### config.mk
export PLATFORM = sky130hd
export DESIGN_NAME = wdg_timer
export DESIGN_NICKNAME = d
export VERILOG_FILES = /design/src/rtl/wdg_pkg.sv /design/src/rtl/wdg_regs.sv /design/src/rtl/wdg_interval.sv /design/src/rtl/wdg_expiry.sv /design/src/rtl/wdg_timer.sv
export SDC_FILE = /design/constraint.sdc
export NUM_CORES = 1
export LEC_CHECK = 0
export BUFFER_PORTS_ARGS = -buffer_cell sky130_fd_sc_hd__buf_2
export CAP_MARGIN = 20
export CORE_UTILIZATION = 30
export DETAILED_ROUTE_END_ITERATION = 7
export SYNTH_ARGS = -nofsm -noshare
export SYNTH_HDL_FRONTEND = slang
export SYNTH_HIERARCHICAL = 1
export SYNTH_SLANG_ARGS = --single-unit
export TNS_END_PERCENT = 100
### constraint.sdc
create_clock -name clk -period 2.45 [get_ports clk]
set_input_delay 0.1225 -clock clk [delete_from_list [all_inputs] [get_ports clk]]
set_output_delay 0.1225 -clock clk [all_outputs]
set_load 0.005 [all_outputs]
### src/rtl/wdg_pkg.sv
package wdg_pkg;

    localparam int DATA_W = 32;
    localparam int ADDR_W = 4;

    localparam logic [ADDR_W-1:0] OFS_CTRL0 = 4'h0;
    localparam logic [ADDR_W-1:0] OFS_CTRL1 = 4'h4;
    localparam logic [ADDR_W-1:0] OFS_TBASE = 4'h8;

    localparam int B_RST_FLAG = 3;
    localparam int B_EXP_FLAG = 2;
    localparam int B_ARM_A    = 1;
    localparam int B_ARM_B    = 0;

    typedef struct packed {
        logic              valid;
        logic              write;
        logic [ADDR_W-1:0] addr;
        logic [DATA_W-1:0] wdata;
    } bus_req_t;

    typedef struct packed {
        logic keepalive;
        logic clr_exp;
        logic clr_rst;
    } kick_t;

    typedef struct packed {
        logic exp_flag;
        logic rst_flag;
    } status_t;

    function automatic logic is_wr(bus_req_t r, logic [ADDR_W-1:0] ofs);
        return r.valid && r.write && (r.addr == ofs);
    endfunction

    function automatic logic [DATA_W-1:0] ctrl0_word(status_t s, logic arm_a);
        logic [DATA_W-1:0] w;
        w = '0;
        w[B_RST_FLAG] = s.rst_flag;
        w[B_EXP_FLAG] = s.exp_flag;
        w[B_ARM_A]    = arm_a;
        return w;
    endfunction

endpackage

### src/rtl/wdg_regs.sv
module wdg_regs
    import wdg_pkg::*;
#(
    parameter int ENABLE_ONCE = 0,
    parameter int TBASE_W     = 32
) (
    input  logic               clk,
    input  logic               rst,
    input  bus_req_t           req,
    input  status_t            status,
    input  logic [TBASE_W-1:0] tbase,
    output logic               running,
    output kick_t              kick,
    output logic [DATA_W-1:0]  rdata
);

    logic              arm_a_q;
    logic              arm_b_q;
    logic              lock;
    logic              wr0;
    logic              wr1;
    logic [DATA_W-1:0] rd_next;

    assign running = arm_a_q && arm_b_q;
    assign wr0     = is_wr(req, OFS_CTRL0);
    assign wr1     = is_wr(req, OFS_CTRL1);

    generate
        if (ENABLE_ONCE != 0) begin : g_once
            assign lock = running;
        end else begin : g_free
            assign lock = 1'b0;
        end
    endgenerate

    always_comb begin
        kick.clr_exp   = wr0 && req.wdata[B_EXP_FLAG];
        kick.clr_rst   = wr0 && req.wdata[B_RST_FLAG];
        kick.keepalive = kick.clr_exp || kick.clr_rst;
    end

    always_comb begin
        rd_next = '0;
        if (req.valid && !req.write) begin
            case (req.addr)
                OFS_CTRL0: rd_next = ctrl0_word(status, arm_a_q);
                OFS_CTRL1: rd_next[B_ARM_B] = arm_b_q;
                OFS_TBASE: rd_next = DATA_W'(tbase);
                default:   rd_next = '0;
            endcase
        end
    end

    always_ff @(posedge clk) begin
        if (rst) begin
            arm_a_q <= 1'b0;
            arm_b_q <= 1'b0;
            rdata   <= '0;
        end else begin
            if (wr0 && !(lock && !req.wdata[B_ARM_A]))
                arm_a_q <= req.wdata[B_ARM_A];
            if (wr1 && !(lock && !req.wdata[B_ARM_B]))
                arm_b_q <= req.wdata[B_ARM_B];
            rdata <= rd_next;
        end
    end

endmodule

### src/rtl/wdg_interval.sv
module wdg_interval #(
    parameter int INTERVAL_LOG2 = 16,
    parameter int TBASE_W       = 32
) (
    input  logic                     clk,
    input  logic                     rst,
    input  logic                     running,
    input  logic                     restart,
    output logic                     overflow,
    output logic [INTERVAL_LOG2-1:0] count,
    output logic [TBASE_W-1:0]       tbase
);

    localparam logic [INTERVAL_LOG2-1:0] CNT_LAST = '1;

    assign overflow = running && !restart && (count == CNT_LAST);

    always_ff @(posedge clk) begin
        if (rst) begin
            tbase <= '0;
            count <= '0;
        end else begin
            tbase <= tbase + 1'b1;
            if (!running || restart)
                count <= '0;
            else
                count <= count + 1'b1;
        end
    end

endmodule

### src/rtl/wdg_expiry.sv
module wdg_expiry
    import wdg_pkg::*;
#(
    parameter int RST_PULSE_CYCLES = 4
) (
    input  logic    clk,
    input  logic    rst,
    input  logic    overflow,
    input  kick_t   kick,
    output status_t status,
    output logic    wdt_reset
);

    localparam int PW = $clog2(RST_PULSE_CYCLES + 1);

    logic [PW-1:0] pulse_q;

    assign wdt_reset = (pulse_q != '0);

    always_ff @(posedge clk) begin
        if (rst) begin
            status  <= '0;
            pulse_q <= '0;
        end else begin
            if (kick.clr_exp)
                status.exp_flag <= 1'b0;
            if (kick.clr_rst)
                status.rst_flag <= 1'b0;
            if (overflow) begin
                if (!status.exp_flag)
                    status.exp_flag <= 1'b1;
                else
                    status.rst_flag <= 1'b1;
            end
            if (overflow && status.exp_flag)
                pulse_q <= PW'(RST_PULSE_CYCLES);
            else if (pulse_q != '0)
                pulse_q <= pulse_q - 1'b1;
        end
    end

endmodule

### src/rtl/wdg_timer.sv
module wdg_timer
    import wdg_pkg::*;
#(
    parameter int TBASE_W          = 32,
    parameter int INTERVAL_LOG2    = 16,
    parameter int ENABLE_ONCE      = 0,
    parameter int RST_PULSE_CYCLES = 4
) (
    input  logic              clk,
    input  logic              rst,
    input  logic              bus_valid,
    input  logic              bus_write,
    input  logic [3:0]        bus_addr,
    input  logic [31:0]       bus_wdata,
    output logic [31:0]       bus_rdata,
    output logic              irq,
    output logic              wdt_reset
);

    bus_req_t                 req;
    status_t                  status;
    kick_t                    kick;
    logic                     running;
    logic                     overflow;
    logic [INTERVAL_LOG2-1:0] count;
    logic [TBASE_W-1:0]       tbase;

    assign req.valid = bus_valid;
    assign req.write = bus_write;
    assign req.addr  = bus_addr;
    assign req.wdata = bus_wdata;

    wdg_regs #(
        .ENABLE_ONCE (ENABLE_ONCE),
        .TBASE_W     (TBASE_W)
    ) regs_i (
        .clk     (clk),
        .rst     (rst),
        .req     (req),
        .status  (status),
        .tbase   (tbase),
        .running (running),
        .kick    (kick),
        .rdata   (bus_rdata)
    );

    wdg_interval #(
        .INTERVAL_LOG2 (INTERVAL_LOG2),
        .TBASE_W       (TBASE_W)
    ) interval_i (
        .clk      (clk),
        .rst      (rst),
        .running  (running),
        .restart  (kick.keepalive),
        .overflow (overflow),
        .count    (count),
        .tbase    (tbase)
    );

    wdg_expiry #(
        .RST_PULSE_CYCLES (RST_PULSE_CYCLES)
    ) expiry_i (
        .clk       (clk),
        .rst       (rst),
        .overflow  (overflow),
        .kick      (kick),
        .status    (status),
        .wdt_reset (wdt_reset)
    );

    assign irq = status.exp_flag && running;

endmodule

======== Yosys cells after proc, flatten, opt, wreduce, memory -nomap -nowiden ========
Cells that the tools add are included.
storage, ports and cells
  register bits ........................... 87
  bits of input ports ..................... 40
  output and inout port bits .............. 34
  word-level logic and storage cells ...... 47
operators by class
  add/sub/neg operators ................... 3
  eq/ne operators ......................... 3
  mux-type cells .......................... 9
  bitwise logic cells ..................... 1
  reductions and logical operators ........ 22
operator list
  operator                 number
  $pmux W31 S2             1
  $add A32 B1 Y32 const B  1
  $add A16 B1 Y16 const B  1
  $eq A16 B16 Y1 const B   1
  $logic_and A1 B1 Y1      11
  $mux W3                  2
  $reduce_or A2 Y1         3
  $eq A4 B3 Y1 const B     1
  $eq A4 B4 Y1 const B     1
  $logic_not A4 Y1         1
  $mux W1                  4
  $logic_not A1 Y1         3
  $reduce_bool A3 Y1       1
  $sub A3 B1 Y3 const B    1
  $logic_or A1 B1 Y1       2
  $mux W2                  1
  $pmux W1 S2              1
  $reduce_bool A2 Y1       1
  $not A1 Y1               1

======== Logic depth before layout (Yosys ltp) ========
Gate-level depths: netlist (run 1).
  word-level depth ........................ 9
  gate-level depth with buffers ........... 7
  depth with buffers taken out ............ 7

======== Modules after synthesis ========
The synthesis (run 1) kept the hierarchy.
by module, submodules not included
  module        instances  cells an instance  area each (um^2)  sequential area each (um^2)
  wdg_interval  1          254                2174.6            960.9
  wdg_regs      1          91                 1112.3            680.7
  wdg_expiry    1          25                 239.0             100.1
  wdg_timer     1          1                  6.3               0.0

======== Worst setup path before layout (run 1) ========
OpenSTA, ideal clock, no wires.
  kind .................................... register to register
  from .................................... register interval_i.tbase[0]
  to ...................................... register interval_i.tbase[22]
  library setup time ...................... 70 ps
  arrival time ............................ 1898 ps
  data required time ...................... 2380 ps
  slack ................................... 481 ps
  cell stages (with the launch flop) ...... 7
  path buffers ............................ 1
  clock period less this slack ............ 1969 ps
  path through ............................ dfxtp_1 ha_1 nand4_1 or3_1 clkbuf_1 or4_1 a21oi_1
on the way
  longest elaborated chain between the ends .. 1
ends and longest elaborated chain
  element                 RTL line            source
  start, declared         wdg_interval.sv:11  output logic [TBASE_W-1:0] tbase
  start signal, assigned  wdg_interval.sv:23  tbase <= tbase + 1'b1;
  $add A32 B1 Y32         wdg_interval.sv:23
Every way passes these cells.
A chain may end at the register's enable or synchronous reset.

======== Worst setup path after layout (run 1) ========
  from .................................... register interval_i.tbase[0]
  to ...................................... register interval_i.tbase[28]
The elaborated chain is that of the path after synthesis.

==> results.md, run 1 <==
- The run finished with clean final reports.
- The area added between synthesis and finish is 20.1%.
- In the global route stage, overall resource usage came out at 11.5%.
- The final cell area excluding filler cells is between 0.004 and 0.005 mm^2.
- The detailed-placement wirelength estimate is 4660 um.
- The maximum number of pins on one net before global-route repair is 43.
- The top cell types in the final layout, fill and taps aside, are dfxtp_1 (87), buf_2 (45), nor2_1 (30), a21oi_1 (25).
- The power share of the sequential group is 47.5%.
- The internal cell power is ~2.4 mW.
- The maximum clock rate is ~450 MHz.
- The core region area is around 0.011 mm^2.
- The final worst-path setup slack is 0.242 ns.
- The worst path uses 90.1% of the clock period.
- The number of nets in the synthesized netlist is 416.
- Per report_power, the combinational group accounts for ~5.0% of the total.
- The initial standard-cell utilization of the core is 30.8%.
- The via total after detailed routing is 2727.
- In the final timing run, aggregate negative setup slack is 0 ns.
- The post-synthesis cell count is 371.
- 0 antenna diodes ended up in the layout.
- The met3 usage is 3.35%.
- Buffers inserted to repair hold after CTS numbered 0.
- Summing internal, switching and leakage power gives 3.04 mW.
- The worst setup path is launched from a flop.
- The ratio of total power to cell area is 718 mW/mm^2.
- The detail route stage leaves a number of antenna-violating nets equal to 0.
- After clock tree synthesis, the repair step resized 0 gates.
- The source of the critical timing path is interval_i/tbase[0].
- The floorplan step set the die width to 111 um.
- The worst register-to-register path begins at interval_i/tbase[0].
- The first-pass GRT wire length is 11500 um.
- The first routing iteration left 119 violations.
- The TritonCTS buffer count is 9.
- The number of max-capacitance violations reported is 0.
- The worst register-to-register path has a setup slack of roughly 0.24 ns.
- Clock-pin slew was measured on the worst setup and hold paths at 0.06 ns.
- The sequential cell area fraction in the yosys report is 49.3%.
- The worst hold path begins at bus_wdata[0].
- The congestion estimate from routability-driven global placement came to 0.723.
- After synthesis the cells add up to around 0.0035 mm^2.
- The final layout contains 468 nets.
- The final hold slack is 0.0478 ns.
- The met1 capacity usage during global routing is 13.2%.
- The endpoint kind of the worst setup timing path is a flop.
- In this run the most used layer during global routing was met2.
- STA puts the critical path data required time at between 2 and 3 ns.
- For this design the static power due to leakage is 1.58 nW.
- The maximum fanout along the worst path is 12.
- The mean number of vias per cell is 4.78.
- The critical path in this run is classified as flop to flop.
- The die area is 0.0122 mm^2.
- The die extent in y is 111 um.
- The row count is 39.
- The clock share of power is between 40% and 50%.
- The min-delay analysis places its worst path in the category input port to flop.
- The total detailed-routing wirelength is 6670 um.
- The number of placed instances, taps included, is about 560.
- For this run, the slowest stage of the critical path takes approximately 0.6 ns.
- The worst pin sits at a relative slew slack of a little under 70%.
- The synthesis-stage register bit count is between 80 and 90.
- Counting distinct cell types in the post-synthesis netlist gives 40.
- The critical path goes through ha_1, nand4_1, or3_1, or4_1, a21oi_1.
- In this run the cell area measured after placement is 0.00392 mm^2.
- A synthesized cell averages 9.52 um^2.
- The clock tree synthesis step divided the H-tree into 3 levels.
- The initial antenna violation count is 0.
- The total number of yosys warnings is 6.
- The max-slew violation total from the final report is 0.
- The maximum clock skew at final layout is 0.00404 ns.
- The number of top-level pins is 74.
- The proportion of total power due to net switching is 21.2%.
- Setup repair after global routing left no endpoint under its margin.
- The maximum vdd ir drop is 362 uV.
- For the pin with the worst max-slew slack, the measured transition is between 0.4 and 0.5 ns.
- The largest buffer count on any clock path is 2.
- Global routing consumed, on the met2 layer, 19.3% of the routing resources.
- Yosys mapped a number of flops with a built-in enable equal to 0.
- In this run the tool buffered the top-level ports with 45 buffer cells.
- Dividing the detail-routed wire length by the instance count gives ~12 um.
- Setup violations remaining at the end of the flow were counted as 0.
- Counting every sink on the clock net gives 87.
- The via count of the first global-routing pass is 2586.
- For the worst setup path, the data arrival time is about 2.5 ns.
- Summed over all layers, the global routing overflow is 0.
- The CTS root buffer is clkbuf_16.
- The slowest stage cell on the critical path is or3_1.
- The clock latency of the later-clocked register in the worst-skew pair is 0.33 ns.
- The end-of-flow core utilization is a little under two fifths.
- For this run, asynchronously set or reset flops after synthesis account for 0%.
- The most frequently used flop master after synthesis is dfxtp_1.
- In the final layout, the share of cells above drive strength 1 is ~23%.
- In the routed design, unresolved DRC markers number 0.
- The post-CTS setup-driven buffer insertion count is 0.
- In this run the power spent charging and discharging nets is roughly 0.65 mW.
- The most common cell after layout, fill and taps aside is dfxtp_1.
- The TritonCTS clock tree is built.
- The final cell count without fillers is 571.
- The setup slack after placement is 0.259 ns.
- The first-pass detailed-route iteration total is 4.
- The routed design could run at a clock period as short as 2.21 ns.
- The number of failing hold endpoints at the final stage is 0.
[critical path, delay by kind of cell, from the launching register on]
kind / cells / cell delay [ns]
DFF: 1 / 0.39
adders and majority gates: 1 / 0.22
AOI/OAI and AO/OA: 1 / 0.15
and+or+nand+nor: 3 / 1.37
[power groups by stage]
stage | sequential, mW | clock [mW] | combinational (mW)
after detailed placement | 1.48 | 0 | 0.154
after floorplan | 1.47 | 0 | 0.109
after CTS | 1.44 | 1.48 | 0.156
after global routing | 1.45 | 1.55 | 0.177
final | 1.45 | 1.45 | 0.152
after global placement | 1.48 | 0 | 0.150
[synthesized netlist by cell type (9+ instances only)]
cell type / instances / area (um^2)
a21oi_1: 25 / 125
and2_1: 15 / 93.8
and2_2: 19 / 143
dfxtp_1: 87 / 1740
inv_1: 12 / 45.0
nand2_1: 19 / 71.3
nand3_1: 11 / 55.1
nand4_1: 12 / 75.1
nor2_1: 30 / 113
nor4_1: 9 / 56.3
o31ai_1: 11 / 82.6
or3_1: 9 / 56.3
or4_1: 12 / 90.1
xnor2_1: 16 / 140
[layer usage]
metal | vias to the layer above | share of wire [%]
met3 | 11 | 4.5
met5 | - | 0
met2 | 60 | 48
met4 | 0 | 1.9
li1 | 1408 | -
met1 | 1248 | 45
[cell families after synthesis]
logic type               after synthesis  share of synthesized area [%]
adder cells (fa/ha/maj)                5                           1.77
AO/OA/AOI/OAI                         51                           8.82
buffers and inverters                 25                           3.61
flip-flops                            87                           49.3
multiplexers                           8                           2.34
AND/OR/NAND/NOR                      174                           28.9
XOR/XNOR                              21                           5.21
[final timing paths]
path	to	depth (start not counted)
setup / recovery	interval_i/tbase[28]	5
hold / removal	regs_i/arm_b_q	3
setup reg to reg	interval_i/tbase[28]	5
hold reg to reg	interval_i/count[0]	1
[area by class of cell]
class	count	area, um^2
fill	1160	7220
sequential	87	1740
multi-input combinational	259	1660
timing repair buffer	54	293
clock buffer	9	225
tap	143	179
clock inverter	7	96.3
inverter	12	45.0
[registers in the layout, summed over array words and instances (netlist names)]
| name | flops |
|---|---|
| regs_i/arm_a_q | 1 |
| regs_i/arm_b_q | 1 |
| interval_i/count | 16 |
| interval_i/tbase | 32 |
| expiry_i/pulse_q | 3 |
| expiry_i/status | 2 |
| regs_i/rdata | 32 |
No activity file was read; power rests on OpenSTA's default activity.
==> run 2: changes to the inputs <==
--- a/config.mk
+++ b/config.mk
@@ -5,6 +5,7 @@
 export SDC_FILE = /design/constraint.sdc
 export NUM_CORES = 1
 export LEC_CHECK = 0
+export ABC_AREA = 1
 export BUFFER_PORTS_ARGS = -buffer_cell sky130_fd_sc_hd__buf_2
 export CAP_MARGIN = 20
 export CORE_UTILIZATION = 30
==> results.md, run 2 <==
- The run finished with clean final reports.
- The time the final worst path needs with I/O delays and setup is 1.65 ns.
- The clock-pin transition on the worst setup and hold timing paths is 0.06 ns.
- The slowest stage cell on the critical path is dfxtp_1.
- The initial standard-cell utilization of the core is 31.2%.
- The total buffers and inverters traversed by the critical path is 0.
- The number of placed cells counting well taps is between 700 and 800.
- Once detail routing completed, the nets flagged for antenna violations numbered 0.
- The cell seen most often among critical-path stages is nand2_1.
- The startpoint identified for the worst register-to-register timing path is interval_i/count[0].
- Sorting the synthesized cells by how often they occur yields nand2_1 (106), dfxtp_1 (87), nor2_1 (87), inv_1 (46), a21oi_1 (37).
- The static power due to leakage is roughly 1.8 nW.
- Of the synthesized area, sequential elements account for 43.6%.
- TritonCTS built the clock tree.
- During I/O placement, the number of pins put on the boundary was 74.
- The origin of the worst min-delay path is bus_wdata[1].
- The number of failing hold endpoints at the final stage is 0.
- The number of inserted filler cells in the final layout is 1371.
- The first-pass detailed-route iteration total is 4.
- The floorplan step set the die height to between 100 and 150 um.
- The number of nets handed over by synthesis was 554.
- In this run the register-to-register setup slack is 0.80 ns.
- Setup repair after global routing left no endpoint under its margin.
- After detailed placement, the total cell area comes to 0.00438 mm^2.
- The routed wire length per instance is ~11 um.
- Yosys attributes the largest share of cell area to dfxtp_1 (44%), nand2_1 (10%), nor2_1 (8.2%).
- The die area is 0.0138 mm^2.
- The largest buffer count on any clock path is 2.
- The total area inside the core boundary comes to 0.0128 mm^2.
- The post-CTS setup-driven buffer insertion count is 0.
- Traced cell by cell, the critical path runs through ha_1, nand3_2, nor2_4, nand2_2, nor2_1, nand2_1, nor2_1, nand2_1, nand2_1, a21oi_1.
- The endpoint kind of the worst setup timing path is a flop.
- The via count of the first global-routing pass is ~3000.
- In this run, the number of DRC markers left after iteration 0 of detailed routing was 152.
- The initial antenna violation count is 0.
- The total grt overflow is 0.
- Measured on the finished design, the core utilization comes to between 30% and 40%.
- At the pin with the least slew margin, the transition time is between 0.5 and 0.6 ns.
- The total number of yosys warnings is 6.
- The critical path data required time is 2.68 ns.
- The tool flagged a number of max-cap violations equal to 0.
- The overall routing resource usage is 12.1%.
- The first-pass GRT wire length is 13500 um.
- The maximum number of pins on one net before global-route repair is 33.
- The final cell count without fillers is between 700 and 800.
- Summing all non-filler instances in the final layout gives an area of between 0.004 and 0.005 mm^2.
- Across all setup checks in the final design, the least slack found is 0.804 ns.
- The max-slew violation total from the final report is 0.
- At the end of routability-driven placement, the weighted congestion stood at 0.817.
- The mean post-synth cell area is 7.85 um^2.
- The synthesized design contains between 80 and 90 register bits.
- In this run the tightest slew margin relative to its limit is 65.1%.
- Relative to the synthesized area, the layout overhead comes to 17.7%.
- The final cycle utilization of the critical path is between 60% and 70%.
- The row count is 41.
- The most common cell after layout, fill and taps aside is nand2_1.
- Total power for the finished layout comes to 3.12 mW.
- The critical path is of the flop to flop type.
- For this run, asynchronously set or reset flops after synthesis account for 0%.
- The maximum fanout along the worst path is 4.
- The number of instances on the worst hold path is 3.
- The detailed-route DRC error count is 0.
- Summed over all layers, the routed wires come to 8050 um.
- The post-synthesis cell count is ~510.
- The share of layout cells above drive strength 1 is 21.9%.
- In the layout the commonest cells are nand2_1 (106), nor2_1 (87), dfxtp_1 (87), inv_1 (46), buf_2 (45).
- The number of different library cells used by synthesis comes to 33.
- The dominant cell by count in the synthesized netlist is nand2_1.
- The die is 117 um wide.
- In the routed layout, each cell is associated on average with a via count of 4.48.
- Summed over all failing endpoints, the final setup total negative slack is 0 ns.
- The H-tree was split into 3 levels.
- The worst stage delay on the critical path is 0.39 ns.
- Across all hold checks on the routed design, the worst slack comes to 0.00840 ns.
- The maximum clock skew at final layout is about 0.008 ns.
- Before CTS, the worst setup slack after placement is approximately 0.81 ns.
- Buffers inserted during clock tree synthesis total 9.
- The number of I/O port buffers is 45.
- Power spread over the standard cell area amounts to 663 mW/mm^2.
- The cell family contributing the most delay on the critical path is simple AND/OR/NAND/NOR gates.
- The via total after detailed routing is 3282.
- The worst hold path belongs to the class input port to flop.
- The arrival time reported for the critical path endpoint is 1.87 ns.
- The end point of the worst hold path is regs_i/arm_a_q.
- The detailed-placement wirelength estimate is between 5000 and 6000 um.
- The later pin in the worst-skew pair is clocked with a latency of between 0.3 and 0.4 ns.
- For the worst flop-to-flop path, the logic depth is 10.
- The maximum vdd ir drop is 265 uV.
- The root buffer cell chosen for the clock tree is clkbuf_16.
- In the synthesized netlist the dominant register cell turns out to be dfxtp_1.
- The number of gates resized after CTS is 0.
- The net count reported at finish is 601.
- The share of Yosys cell area claimed by the top area cell type is 43.6%.
- The post-synth design cell area is between 0.003 and 0.004 mm^2.
- The number of clock sinks is 87.
- The total setup violations reported at the end of the flow is 0.
- The element type at the critical path start is a flop.
- In this run, synthesis inferred 0 flip-flops with an integrated enable.
- The largest registers in the layout are interval_i/tbase x32, regs_i/rdata x32, interval_i/count x16.
- The count of antenna diodes in the layout is 0.
- The worst reg2reg path endpoint is expiry_i/pulse_q[0].
- Hold repair after CTS inserted 0 buffers.
- The maximum clock rate is 607 MHz.
- The cell type contributing the most total cell area after synthesis is dfxtp_1.
[run 2: power breakdown]
group	switching (mW)	leakage, nW	internal, mW
registers	0.0124	0.701	1.44
logic	0.132	0.929	0.0785
clock network	0.565	0.148	0.894
total	0.709	1.78	2.41
[run 2: worst max-delay path by stage]
| stage | startpoint | cells after the start | slack (ns) | to |
|---|---|---|---|---|
| 2_1_floorplan | interval_i/count[0] | 10 | 1.01 | expiry_i/pulse_q[0] |
| 3_3_place_gp | interval_i/count[0] | 10 | 0.84 | expiry_i/pulse_q[0] |
| 3_5_place_dp | interval_i/count[0] | 10 | 0.81 | expiry_i/pulse_q[0] |
| 4_1_cts | interval_i/count[0] | 10 | 0.79 | expiry_i/pulse_q[0] |
| 5_1_grt | interval_i/count[0] | 10 | 0.60 | expiry_i/pulse_q[0] |
| 6_report | interval_i/count[0] | 10 | 0.80 | expiry_i/pulse_q[0] |
[run 2: layout make-up]
cell class / instances / area, um^2 / share of cell area (%)
clock inverter: 7 / 96.3 / 2.05
multi-input combinational: 361 / 2000 / 42.4
clock buffer: 9 / 225 / 4.79
timing repair buffer: 47 / 240 / 5.11
inverter: 50 / 188 / 3.99
tap: 172 / 215 / 4.58
sequential: 87 / 1740 / 37.0
[run 2: worst reg2reg max path, cell delays in order, from the launching register on]
cell	delay, ns
dfxtp_1	0.39
ha_1	0.23
nand3_2	0.12
nor2_4	0.14
nand2_2	0.08
nor2_1	0.10
nand2_1	0.08
nor2_1	0.14
nand2_1	0.10
nand2_1	0.11
a21oi_1	0.05
[run 2: kinds of logic (layout without fill, tap and decap cells)]
| kind of cell | after synthesis | after routing | synth area share (%) |
|---|---|---|---|
| and+or+nand+nor | 304 | 304 | 41.2 |
| DFF | 87 | 87 | 43.6 |
| buffers and inverters | 61 | 113 | 6.48 |
| AOI/OAI and AO/OA | 49 | 49 | 6.54 |
| adders and majority gates | 5 | 5 | 1.57 |
| xor gates and xnor gates | 3 | 3 | 0.658 |
[run 2: metal layers]
layer | global-route usage, % | up-vias | wire length, um
li1 | - | 1724 | -
met2 | 21.2 | 50 | 4020
met3 | 2.87 | 9 | 300
met4 | 4.63 | 0 | 108
met1 | 14.1 | 1499 | 3620
met5 | 0 | - | 0
==> run 3: changes to the inputs <==
==> constraint.sdc (replaced) <==
create_clock -name clk -period 1.4 [get_ports clk]
set_input_delay 0.07 -clock clk [delete_from_list [all_inputs] [get_ports clk]]
set_output_delay 0.07 -clock clk [all_outputs]
set_load 0.005 [all_outputs]
==> results.md, run 3 (synthesis results as in run 2) <==
- The flow ran to the end, and the final reports show no timing, DRC or antenna violations.
- After global routing the overflow that remains totals 0.
- Wires add up to 8560 um.
- The maximum clock skew at final layout is approximately 0.0057 ns.
- Across the VDD grid, the largest voltage drop is roughly 530 uV.
- In the final layout, the registers with the most flip-flops are interval_i/tbase x32, regs_i/rdata x32, interval_i/count x16.
- The first detailed-routing pass took 4 iterations.
- The total setup violations reported at the end of the flow is 0.
- The worst hold path begins at rst.
- The maximum fanout along the worst path is 3.
- The first-pass GRT wire length is about 15000 um.
- The type of the tightest min-delay check is input port to flop.
- The tool flagged a number of max-cap violations equal to 0.
- The die extent in y is 117 um.
- The number of clock sinks is 87.
- The ratio of total power to cell area is 1050 mW/mm^2.
- The start-to-end type of the worst setup path is flop to flop.
- In this run the remaining antenna-violating nets after routing total 0.
- The number of I/O port buffers is 45.
- The wire-length estimate of the detail-placed layout is ~6200 um.
- The library cell used most frequently in the layout, excluding fill and tap cells, is nand2_1.
- The clock latency of the later-clocked register in the worst-skew pair is 0.34 ns.
- In this run the worst setup path begins at interval_i/count[0].
- The static power due to leakage is 1.94 nW.
- The number of placed cells counting well taps is 737.
- Leaving out fill and tap cells, the most frequent cells in the layout are nand2_1 (102), nor2_1 (80), dfxtp_1 (70), inv_1 (45), buf_2 (45).
- The largest buffer count on any clock path is 2.
- The H-tree depth reported by CTS is 3.
- The number of antenna diodes in the final layout is 0.
- In this run the critical register-to-register path is launched from interval_i/count[0].
- Setup repair after global routing could not meet its margin everywhere.
- The number of top-level pins is 74.
- The die area is 0.0138 mm^2.
- The initial antenna violation count is 0.
- The finished layout holds 757 standard cells, fillers aside.
- The congestion estimate from routability-driven global placement came to 0.837.
- TritonCTS built the clock tree.
- For the worst setup path, the data arrival time is 1.61 ns.
- For this run, the total global-route usage over all layers was measured as 13.2%.
- The final cycle utilization of the critical path is 98.1%.
- The net count of the finished layout is 627.
- The row count is 41.
- The number of DRC markers in iteration 0 is ~160.
- After clock tree synthesis, the clock-pin slew on the worst setup and hold paths is 0.06 ns.
- In the routed layout, each cell is associated on average with a via count of 4.42.
- For the pin with the worst max-slew slack, the measured transition is 0.299 ns.
- The core region area is about 0.013 mm^2.
- The via total after detailed routing is 3348.
- At the worst endpoint, the required time is 1.63 ns.
- After detailed routing, the number of remaining DRC violations is 0.
- The routed design could run at a clock period as short as 1.37 ns.
- The worst reg-to-reg path cell count is 10.
- The maximum clock rate is 728 MHz.
- The number of failing hold endpoints at the final stage was 0.
- The via count of the first global-routing pass was 3182.
- The worst setup path is captured at a flop.
- The CTS root buffer is clkbuf_16.
- The final worst-path setup slack is 0.0263 ns.
- The max-slew violation total from the final report is 0.
- In the final routed layout, each cell accounts on average for 11.3 um.
- Power comes to 5.29 mW.
- Once the floorplan was initialized, standard cells occupied 31.2% of the core.
- The TritonCTS buffer count is 9.
- The area added between synthesis and finish is 25.9%.
- The number of instances on the worst hold path is 4.
- The element type at the critical path start is a flop.
- The setup slack after placement is -0.0472 ns.
- In this run the tightest slew margin relative to its limit is 80.1%.
- Cells with a size suffix above 1 make up 31.1% of the layout.
- Entering global routing, the biggest net connects 21 pins.
- Measured along the x axis, the die boundary spans 117 um.
-- run 3: cell types whose count changed in the layout (fill, tap and decap cells not counted), sizes merged --
cell	change
buf	+25
bufinv	-2
clkbuf	+5
clkinv	-1
clkinvlp	-3
dlygate4sd3	+1
inv	-1
-- run 3: routing by layer --
metal / wire [um] / track usage [%] / vias to the layer above
li1: - / - / 1772
met1: 4010 / 16.1 / 1514
met2: 4100 / 21.5 / 44
met3: 260 / 3.06 / 18
met4: 184 / 7.06 / 0
met5: 0 / 0 / -
-- run 3: final timing paths --
path / endpoint / slack [ns]
worst min-delay path: regs_i/arm_a_q / 0.08
worst max-delay path: expiry_i/pulse_q[0] / 0.03
worst min register to register: expiry_i/pulse_q[0] / 0.48
worst max register to register: expiry_i/pulse_q[0] / 0.03
-- run 3: timing repair --
action                                  in CTS  in global routing
buffers inserted                             0                  5
pin swaps                                    2                 18
hold buffers                                 1                  0
cloned                                       0                  0
endpoints found under the setup margin       7                 27
hold endpoints to repair                     1                  0
resized for setup                            6                 36
-- run 3: layout make-up --
| type | count | area [um^2] |
|---|---|---|
| sequential | 87 | 1770 |
| tap | 172 | 215 |
| clock buffer | 14 | 284 |
| timing repair buffer | 73 | 463 |
| fill | 1328 | 7790 |
| multi-input combinational | 361 | 2120 |
| inverter | 50 | 188 |
-- run 3: per-stage QoR --
stage | instance area [um^2] | hold WS, ns | util [%] | TNS (ns)
3_3_place_gp | 4570 | 0.306 | 35.6 | -0.0542
6_report | 5030 | 0.0782 | 39.2 | 0
3_5_place_dp | 4570 | 0.320 | 35.6 | -0.102
4_1_cts | 4890 | 0.0750 | 38.1 | 0
5_1_grt | 5030 | 0.0892 | 39.2 | -0.497
2_1_floorplan | 4010 | 0.139 | - | 0
-- run 3: worst max-delay path: stages, from the launching register on --
cell and delay (ns):
dfxtp_2 0.35, ha_4 0.15, nand3_4 0.08, nor2_4 0.10, nand2_2 0.07, nor2_2 0.12, nand2_2 0.08, nor2_4 0.12
nand2_2 0.08, nand2_2 0.08, a21oi_1 0.04
-- run 3: where the power goes --
group	switching, mW	internal [mW]	leakage [nW]
registers	0.0247	2.52	0.710
clock network	0.896	1.38	0.141
logic	0.257	0.221	1.09
total	1.18	4.11	1.94
